File: config.mk
export PLATFORM = sky130hd
export DESIGN_NAME = irq_sel_top
export DESIGN_NICKNAME = d
export VERILOG_FILES = /design/src/rtl/irq_sel_pkg.sv /design/src/rtl/irq_gate.sv /design/src/rtl/irq_lowest_pick.sv /design/src/rtl/irq_sel_top.sv
export SDC_FILE = /design/constraint.sdc
export NUM_CORES = 1
export LEC_CHECK = 0
export BUFFER_PORTS_ARGS = -buffer_cell sky130_fd_sc_hd__buf_2
export CORE_AREA = 2 2 103 105
export CTS_BUF_LIST = sky130_fd_sc_hd__clkbuf_8
export DETAILED_ROUTE_END_ITERATION = 16
export DIE_AREA = 0 0 105 107
export GPL_TIMING_DRIVEN = 1
export PLACE_DENSITY_LB_ADDON = 0.3
export SYNTH_ARGS = -nofsm -noshare
export SYNTH_HDL_FRONTEND = slang
export SYNTH_SLANG_ARGS = --single-unit
File: constraint.sdc
create_clock -name clk -period 0.82 [get_ports clk]
set_input_delay 0.041 -clock clk [delete_from_list [all_inputs] [get_ports clk]]
set_output_delay 0.041 -clock clk [all_outputs]
set_load 0.1 [all_outputs]
File: src/rtl/irq_sel_pkg.sv
package irq_sel_pkg;

    typedef enum logic [1:0] {
        PRIV_U    = 2'b00,
        PRIV_S    = 2'b01,
        PRIV_RSVD = 2'b10,
        PRIV_M    = 2'b11
    } priv_e;

endpackage

File: src/rtl/irq_gate.sv
module irq_gate
    import irq_sel_pkg::*;
#(
    parameter int XLEN = 64
) (
    input  logic [XLEN-1:0] pend_vec,
    input  logic [XLEN-1:0] ena_vec,
    input  logic [XLEN-1:0] deleg_vec,
    input  logic [1:0]      cur_priv,
    input  logic            m_gie,
    input  logic            s_gie,
    output logic [XLEN-1:0] gated_vec
);

    logic            lvl_m_on;
    logic            lvl_s_on;
    logic [XLEN-1:0] cand_vec;

    // Level enables: anything strictly below a level is always interruptible by it.
    always_comb begin
        lvl_m_on = (cur_priv < 2'(PRIV_M)) || ((cur_priv == 2'(PRIV_M)) && m_gie);
        lvl_s_on = (cur_priv < 2'(PRIV_S)) || ((cur_priv == 2'(PRIV_S)) && s_gie);
    end

    always_comb begin
        cand_vec  = pend_vec & ena_vec;
        gated_vec = (cand_vec & ~deleg_vec & {XLEN{lvl_m_on}})
                  | (cand_vec &  deleg_vec & {XLEN{lvl_s_on}});
    end

endmodule

File: src/rtl/irq_lowest_pick.sv
module irq_lowest_pick #(
    parameter int XLEN  = 64,
    parameter int IDX_W = $clog2(XLEN)
) (
    input  logic [XLEN-1:0]  req_vec,
    output logic             hit,
    output logic [IDX_W-1:0] win_idx
);

    // Scan from the top down so that the lowest set bit is written last.
    always_comb begin
        hit     = |req_vec;
        win_idx = '0;
        for (int i = XLEN - 1; i >= 0; i--) begin
            if (req_vec[i]) begin
                win_idx = IDX_W'(i);
            end
        end
    end

endmodule

File: src/rtl/irq_sel_top.sv
module irq_sel_top
    import irq_sel_pkg::*;
#(
    parameter int XLEN    = 64,
    parameter int REG_OUT = 1
) (
    input  logic            clk,
    input  logic            rst_n,
    input  logic [XLEN-1:0] pend_vec,
    input  logic [XLEN-1:0] ena_vec,
    input  logic [XLEN-1:0] deleg_vec,
    input  logic [1:0]      cur_priv,
    input  logic            m_gie,
    input  logic            s_gie,
    output logic            take_o,
    output logic [XLEN-1:0] cause_o
);

    localparam int IDX_W = $clog2(XLEN);
    localparam int PAD_W = XLEN - 1 - IDX_W;

    logic [XLEN-1:0]  gated_vec;
    logic             pick_hit;
    logic [IDX_W-1:0] pick_idx;
    logic             take_nxt;
    logic [XLEN-1:0]  cause_nxt;

    irq_gate #(.XLEN(XLEN)) u_gate (
        .pend_vec  (pend_vec),
        .ena_vec   (ena_vec),
        .deleg_vec (deleg_vec),
        .cur_priv  (cur_priv),
        .m_gie     (m_gie),
        .s_gie     (s_gie),
        .gated_vec (gated_vec)
    );

    irq_lowest_pick #(.XLEN(XLEN), .IDX_W(IDX_W)) u_pick (
        .req_vec (gated_vec),
        .hit     (pick_hit),
        .win_idx (pick_idx)
    );

    always_comb begin
        take_nxt  = pick_hit;
        cause_nxt = pick_hit ? {1'b1, {PAD_W{1'b0}}, pick_idx} : '0;
    end

    generate
        if (REG_OUT != 0) begin : g_reg
            always_ff @(posedge clk or negedge rst_n) begin
                if (!rst_n) begin
                    take_o  <= 1'b0;
                    cause_o <= '0;
                end else begin
                    take_o  <= take_nxt;
                    cause_o <= cause_nxt;
                end
            end
        end else begin : g_comb
            assign take_o  = take_nxt;
            assign cause_o = cause_nxt;
        end
    endgenerate

endmodule

## After elaboration in Yosys (flattened, before gate mapping)

Cells that the tools add are included.

- Bitwise logic cells: 7
- Muxes and demuxes: 65
- Eq/ne operators: 2
- $lt $le $gt $ge: 2
- Reduce and logical (&&, ||, !) cells: 5

Operators with widths:

| kind | number |
|---|---|
| 6-bit 2-to-1 mux | 64 |
| 64-bit AND | 5 |
| 64-bit 2-to-1 mux | 1 |
| 64-bit NOT | 1 |
| 64-bit bitwise OR | 1 |
| 64-bit OR reduction | 1 |
| 2-bit by 1-bit equality test with 1-bit output (second input constant) | 1 |
| 2-bit equality test (second input constant) | 1 |
| 1-bit logical AND | 2 |
| 1-bit logical OR | 2 |
| 2-bit by 1-bit less-than comparator with 1-bit output (second input constant) | 1 |
| 2-bit less-than comparator (second input constant) | 1 |

- Word-level logic and storage cells: 83
- Output and inout bits: 65
- Bits in registers: 65
- Input port bits: 198

## Longest topological paths before layout

Gate-level depths: netlist of run 1.

- Depth in word-level cells: 70
- Depth in mapped cells: 13
- Gate-level depth less buffers: 8

## Cells and area by module

From an unflattened synthesis of run 1, not the netlist that was laid out.

- Cells, all modules: 432
- Area total of the unflattened synthesis: 3562.2 sq um

Modules (own cells, without submodules):

| module | sequential area each (sq um) | cells each | area each (sq um) | instances |
|---|---|---|---|---|
| irq_gate | 0.0 | 215 | 2023.2 | 1 |
| irq_lowest_pick | 0.0 | 145 | 887.1 | 1 |
| irq_sel_top | 175.2 | 72 | 651.9 | 1 |

## Worst setup path after synthesis of run 1

Ideal clock, no wire load.

- Path type: input-to-reg
- Start point: input port s_gie
- End point: register cause_o[0]
- Arrival: 1727 ps
- Stages on the path: 11
- Path slack: -1036 ps
- Path through: and2b_1 > buf_4 > nor2_2 > buf_6 > a22oi_2 > nand3b_1 > nor3_2 > or4b_1 > buf_2 > o2111ai_1 > a21oi_1

- Longest elaborated chain between the ends: 69
- Elaborated cells on any way between the ends: 70
- Those cells by class: 65 x mux; 2 x bitwise; 3 x reduce/logical

RTL lines:

| element | line | RTL |
|---|---|---|
| start, declared | irq_sel_top.sv:14 | `input logic s_gie,` |
| 1-bit logical AND * | irq_gate.sv:22 | `lvl_s_on = (cur_priv < 2'(PRIV_S)) \|\| ((cur_priv == 2'(PRIV_S)) && s_gie);` |
| 1-bit logical OR * | irq_gate.sv:22 |  |
| 64-bit AND * | irq_gate.sv:28 | `\| (cand_vec & deleg_vec & {XLEN{lvl_s_on}});` |
| 64-bit bitwise OR * | irq_gate.sv:28 |  |
| 6-bit 2-to-1 mux (64 in series) | irq_lowest_pick.sv:15 | `if (req_vec[i]) begin` |
| 64-bit 2-to-1 mux * | irq_sel_top.sv:46 | `cause_nxt = pick_hit ? {1'b1, {PAD_W{1'b0}}, pick_idx} : '0;` |
| via cause_nxt[0] | irq_sel_top.sv:26 | `logic [XLEN-1:0] cause_nxt;` |
| end signal, assigned | irq_sel_top.sv:57 | `cause_o <= cause_nxt;` |
| end, declared | irq_sel_top.sv:16 | `output logic [XLEN-1:0] cause_o` |

The timed path passes the listed nets; every way through them passes the cells marked *.

## Final worst setup path of run 1

- Start point: input port s_gie
- End point: register cause_o[1]

Same word-level chain as after synthesis.

==> results of run 1 <==
==> logic make-up after synthesis <==
family                 count (synthesis)  share of synthesized area, %
AO/OA/AOI/OAI                        213                         40.65
AND/OR/NAND/NOR                      274                         37.49
other                                  1                        0.1040
buffers and inverters                 87                         16.63
flip-flops                             7                         4.859
multiplexers                           1                        0.2777
==> power by group <==
part	internal (mW)	total [mW]	switching [mW]
Sequential	0.399	0.448	0.0493
Clock	0.324	0.482	0.157
Combinational	2.14	5.36	3.22
==> per-stage QoR <==
step                      std cells  setup TNS [ns]
final                          1131          -6.796
after global placement         1105          -8.012
after global routing           1131          -7.295
after detailed placement       1105          -8.468
after CTS                      1123          -6.827
after floorplan                 639          -5.886
==> timing repair <==
action / 4_1_cts / 5_1_grt
cloned: 2 / 2
hold endpoints to repair: 7 / 0
resized for setup: 32 / 33
setup buffers: 11 / 6
hold buffers: 1 / 0
endpoints found under the setup margin: 15 / 15
pin swaps: 27 / 22
==> cell type report <==
type	instances	area share (%)
Clock inverter	1	0.05583
Sequential cell	7	2.755
Inverter	3	0.1675
Timing Repair Buffer	434	44.74
Clock buffer	3	0.6142
Tap cell	136	2.531
Multi-Input combinational cell	547	49.13
==> critical path: cells and delay by family <==
kind                   cells  cell delay (ns)
AOI/OAI and AO/OA          1             0.18
buffers and inverters      3             0.36
and+or+nand+nor            6             1.38
==> how the worst max path moves through the flow <==
stage                     start         end  slack, ns  cells past startpoint
floorplan                 s_gie  cause_o[0]      -1.01                     11
detailed placement  cur_priv[0]  cause_o[0]      -1.43                     11
global route        cur_priv[0]  cause_o[0]      -1.10                     11
CTS                 cur_priv[0]  cause_o[0]      -1.01                     10
finish                    s_gie  cause_o[1]      -1.03                     10
global placement    cur_priv[0]  cause_o[0]      -1.35                     11
==> placed cells by master, fill, tap and decap left out, drive strengths merged, types with 3 or more instances in the layout <==
cell	Yosys	final
o211ai	4	4
buf	80	432
nand4	22	22
o22ai	15	15
o221ai	5	5
nand2b	3	3
o2111ai	14	14
nor3	6	6
o21bai	3	3
nor2b	3	3
a221oi	3	3
and3	5	5
a31oi	8	8
o21a	9	9
conb	1	57
nand3b	28	28
a2111oi	6	6
o21ai	25	25
and2	6	6
nand3	62	62
a22oi	16	16
a22o	7	7
clkbuf	4	4
inv	3	4
a211oi	15	15
nor2	52	54
a211o	6	6
dfrtp	7	7
a21oi	57	57
nand2	81	81
==> layer usage <==
metal	vias up	share of wire [%]	global-route usage (%)
li1	2972	-	-
met3	32	6.9	3.283
met4	0	2.2	7.429
met2	262	52	51.39
met1	2704	39	30.76
met5	-	0	0
==> impl_metrics.yaml, run 1 <==
floorplanning:
  design.die.area_sq_um: 11240
  std_cell_rows: 37
  initial_utilization_pct: 35.72
  die_w_um: 105
  die_y_um: 107
  fp.coreArea_sq_um: 10090
  top_level_port_count: 263
final_layout:
  regMostFlops: "cause_o"
  layout_cell_share_with_drive_strength_beyond_1_pct: 49.35
  finish.utilization_pct: 66.61
  area.sequential_sq_um: 185.2
  antenna_cells_inserted: 0
  finalNetCount: 1194
  layout.cell_area.non_filler_sq_um: 6723
  fillCellCount: 949
  multiInputGateArea_sq_um: 3303
  largest_reg_flops: 7
  largestRegisters: "cause_o x7"
  synthToLayoutAreaGrowth_pct: 86.50
critical_path:
  crit_chain: "buf_6 -> and2b_4 -> buf_6 -> nor2_4 -> buf_12 -> a22oi_2 -> and3_4 -> nand2_4 -> or4b_4 -> and3_4"
  crit_path_top_delay_cell: "sky130_fd_sc_hd__or4b_4"
  critPathCaptureType: "flip-flop"
  worst-path-max-fanout: 6
  required_ns: 0.94
  crit_path_start_kind: "input pin"
  timing.critical_path.arrival_ns: 1.97
  max_stage_delay_ns: 0.57
  timing.setup.critical_path_class: "input pin to flip-flop"
yosys:
  synth_edf_count: 0
  synth.top_cells.by_count: "sky130_fd_sc_hd__nand2_1, sky130_fd_sc_hd__buf_4, sky130_fd_sc_hd__nand3_1"
  synth_warnings: 0
  synthesis.instances: 583
  synth.avg_cell_area_sq_um: 6.183
  yosysSeqAreaShare_pct: 4.859
  synth_seq_cells: 7
  synth_largest_type_area_fraction_pct: 13.54
  synth_cell_types: 59
  syn-cell-area_sq_um: 3605
  async_reset_ff_share_pct: 100.0
  synthMostInstantiatedCell: "sky130_fd_sc_hd__nand2_1"
  synth.top_cells.by_area: "sky130_fd_sc_hd__buf_4, sky130_fd_sc_hd__nand3_1, sky130_fd_sc_hd__nand2_1"
  synth_flop_cell: "sky130_fd_sc_hd__dfrtp_1"
  netlist.top_cell.by_area: "sky130_fd_sc_hd__buf_4"
place:
  placement.cell_area_sq_um: 6213
  dp.final_hpwl_um: 13170
  port_buffers: 205
  dp_worst_setup_slack_ns: -1.431
  place_congestion: 0.9166
sta:
  worst_slack_setup_final_ns: -1.030
  final_hold_viol_count: 0
  timing.final.crit_period_ns: 1.850
  setup_viol: 15
  finalHoldWorstSlack_ns: 0.1911
  min_period_over_period_pct: 225.6
  rsz_0062_raised_after_global_routing: "true"
  drv_slew: 0
  highest_attainable_clock_frequency_mhz: 540.5
routing:
  num_vias: 5970
  detail_route.vias_per_cell: 5.279
  detail_route.iter0.violations: 322
  detailedRoute.firstPassIterationCount: 5
  postRouteAntennaNets: 0
  detail_route.drc_violations: 0
  per_cell_routed_wire_length_um: 14.47
  drt-total-wl_um: 16360
grt:
  groute.usage.overall_pct: 26.69
  largest_net_degree_at_the_start_of_global_routing: 28
  number_of_antenna_violations_at_the_first_check_in_global_routing: 0
  grt_pass1_vias: 5723
  global_route.overflow_total: 0
  grt_pass1_wl_um: 25130
clock_tree:
  clockBufferDepth: 2
  cts.sinks: 7
  clock-root-buffer: "sky130_fd_sc_hd__clkbuf_8"
  cts-buffers-inserted: 3
  h-tree-depth: 1
  cts_tree: "yes"
  clock_transition_at_the_registers_of_the_reported_paths_ns: 0.04
power_and_ir_drop:
  ir_worst_vdd_uv: 787.2
  power.total_mw: 6.289
  powerDensity_nw_per_um2: 935.6
  power.leakage_nw: 3.367
min_path:
  worstHoldPathType: "input pin to async pin"
status:
  result_of_the_run: "finished with violations"
  violations: "negative setup slack"
run:
  timing.max_cap.violations: 0
Power figures use the tool's default switching activity.
==> run 2, diff against run 1 <==
--- a/config.mk
+++ b/config.mk
@@ -5,11 +5,12 @@
 export SDC_FILE = /design/constraint.sdc
 export NUM_CORES = 1
 export LEC_CHECK = 0
+export ABC_AREA = 1
 export BUFFER_PORTS_ARGS = -buffer_cell sky130_fd_sc_hd__buf_2
-export CORE_AREA = 2 2 103 105
+export CORE_AREA = 2 2 101 103
 export CTS_BUF_LIST = sky130_fd_sc_hd__clkbuf_8
 export DETAILED_ROUTE_END_ITERATION = 16
-export DIE_AREA = 0 0 105 107
+export DIE_AREA = 0 0 103 105
 export GPL_TIMING_DRIVEN = 1
 export PLACE_DENSITY_LB_ADDON = 0.3
 export SYNTH_ARGS = -nofsm -noshare
==> impl_metrics.yaml, run 2 <==
sta:
  drv_slew: 0
  fin_tns_setup_ns: -12.15
  timing.final.crit_period_ns: 3.597
  min_period_over_period_pct: 438.7
  rsz_0062_raised_after_global_routing: "true"
  highest_attainable_clock_frequency_mhz: 278.0
  finalHoldWorstSlack_ns: 0.1834
  setup_viol: 15
  worst_slack_setup_final_ns: -2.777
  final_hold_viol_count: 0
clock_tree:
  clock_transition_at_the_registers_of_the_reported_paths_ns: 0.04
  clock-root-buffer: "sky130_fd_sc_hd__clkbuf_8"
  cts.sinks: 7
  cts-buffers-inserted: 3
  clockBufferDepth: 2
  h-tree-depth: 1
  cts_tree: "yes"
routing:
  postRouteAntennaNets: 0
  detail_route.drc_violations: 0
  per_cell_routed_wire_length_um: 10.43
  detail_route.vias_per_cell: 4.291
  drt-total-wl_um: 8489
  detail_route.iter0.violations: 39
  detailedRoute.firstPassIterationCount: 4
  num_vias: 3493
yosys:
  synth.top_cells.by_count: "sky130_fd_sc_hd__nand2_1, sky130_fd_sc_hd__o2111ai_1, sky130_fd_sc_hd__buf_4"
  synth_largest_type_area_fraction_pct: 29.54
  synth.top_cells.by_area: "sky130_fd_sc_hd__nand2_1, sky130_fd_sc_hd__o2111ai_1, sky130_fd_sc_hd__buf_4"
  synth_seq_cells: 7
  synth_edf_count: 0
  async_reset_ff_share_pct: 100.0
  synthMostInstantiatedCell: "sky130_fd_sc_hd__nand2_1"
  synth_cell_types: 25
  synth_flop_cell: "sky130_fd_sc_hd__dfrtp_1"
  synthesis.instances: 401
  yosysSeqAreaShare_pct: 7.743
  synth_warnings: 0
  synth.avg_cell_area_sq_um: 5.641
  syn-cell-area_sq_um: 2262
  netlist.top_cell.by_area: "sky130_fd_sc_hd__nand2_1"
grt:
  global_route.overflow_total: 0
  largest_net_degree_at_the_start_of_global_routing: 28
  number_of_antenna_violations_at_the_first_check_in_global_routing: 0
  grt_pass1_wl_um: 13270
  grt_pass1_vias: 3351
  groute.usage.overall_pct: 14.26
power_and_ir_drop:
  power.total_mw: 4.729
  ir_worst_vdd_uv: 812.1
  powerDensity_nw_per_um2: 1041
  power.leakage_nw: 2.522
floorplanning:
  initial_utilization_pct: 23.47
  top_level_port_count: 263
  die_w_um: 103
  design.die.area_sq_um: 10820
  fp.coreArea_sq_um: 9639
  die_y_um: 105
  std_cell_rows: 36
critical_path:
  crit_path_top_delay_cell: "sky130_fd_sc_hd__nand3_4"
  timing.critical_path.arrival_ns: 3.72
  crit_path_start_kind: "input pin"
  critical-path-top-cell-by-count: "sky130_fd_sc_hd__nand2_1"
  critPathCaptureType: "flip-flop"
  required_ns: 0.94
  timing.setup.critical_path_class: "input pin to flip-flop"
  max_stage_delay_ns: 0.11
  worst-path-max-fanout: 6
final_layout:
  fillCellCount: 1023
  multiInputGateArea_sq_um: 2182
  largest_reg_flops: 7
  antenna_cells_inserted: 0
  layout_cell_share_with_drive_strength_beyond_1_pct: 53.30
  most-common-layout-cells: "sky130_fd_sc_hd__buf_2, sky130_fd_sc_hd__nand2_1, sky130_fd_sc_hd__buf_4"
  area.sequential_sq_um: 185.2
  finalNetCount: 880
  most_common_library_cell_in_the_layout_ignoring_fill_and_taps: "sky130_fd_sc_hd__buf_2"
  regMostFlops: "cause_o"
  finish.utilization_pct: 47.12
  largestRegisters: "cause_o x7"
  synthToLayoutAreaGrowth_pct: 100.8
status:
  violations: "negative setup slack"
  result_of_the_run: "finished with violations"
place:
  place_congestion: 0.8512
  port_buffers: 205
  dp_worst_setup_slack_ns: -3.135
  dp.final_hpwl_um: 7268
min_path:
  worstHoldPathType: "input pin to async pin"
run:
  timing.max_cap.violations: 0
## run 2: cell count changes after synthesis, sizes merged, moves of 13 or more
cell	change
a211oi	-15
nand3b	-28
o2111ai	+45
o22ai	-15
buf	-13
a21oi	-52
o21ai	-23
nand4	-20
nand3	-56
nand2	+98
a22oi	-16
## run 2: metrics by stage
| stage | std cells | area [sq um] |
|---|---|---|
| finish | 814 | 4542 |
| global route | 814 | 4542 |
| CTS | 809 | 4209 |
| detailed placement | 798 | 3944 |
| global placement | 798 | 3944 |
| floorplan | 457 | 2674 |
## run 2: worst paths after layout
check	cells after the start	endpoint	startpoint
worst max-delay path	67	cause_o[0]	m_gie
min in group clk	5	cause_o[0]	deleg_vec[1]
max in group asynchronous	2	cause_o[63]	rst_n
worst min-delay path	2	cause_o[0]	rst_n
## run 2: report_power, final
group	leakage (nW)	switching, mW	total, mW	internal [mW]
registers	0.0793	0.0294	0.417	0.387
logic	2.42	2.50	3.83	1.32
clock network	0.0255	0.157	0.486	0.329
## run 2: final cells by class
class,count,area share [%]
Tap cell,133,3.664
Sequential cell,7,4.077
Clock buffer,3,0.9091
Multi-Input combinational cell,368,48.04
Timing Repair Buffer,290,41.87
Clock inverter,1,0.1102
Inverter,12,1.322
## run 2: worst max-delay path, delay by kind of cell
| kind | cells | cell delay [ns] |
|---|---|---|
| simple gates | 63 | 3.50 |
| compound gates | 2 | 0.11 |
| buf+inv | 2 | 0.15 |
## run 2: timing repair
item                                   in CTS  in global routing
resized for setup                          33                 58
cloned                                      1                  0
setup endpoints to repair                  15                 15
setup buffers                               5                  7
endpoints found under the hold margin       7                  0
pin swaps                                  23                 32
hold buffers                                1                  0
## run 2: cells by family (layout without fill, tap and decap cells)
| group | Yosys count | count (layout) | synth area share [%] |
|---|---|---|---|
| AO/OA/AOI/OAI | 75 | 75 | 27.60 |
| flip-flops | 7 | 7 | 7.743 |
| other | 1 | 57 | 0.1658 |
| AND/OR/NAND/NOR | 236 | 236 | 40.87 |
| buffers and inverters | 82 | 306 | 23.62 |
## run 2: per-layer routing
layer	global-route usage [%]	share of wire (%)	up-vias
met4	2.444	0.61	0
met5	0	0	-
met2	28.80	53	142
met1	15.81	39	1496
met3	1.003	6.8	6
li1	-	-	1849
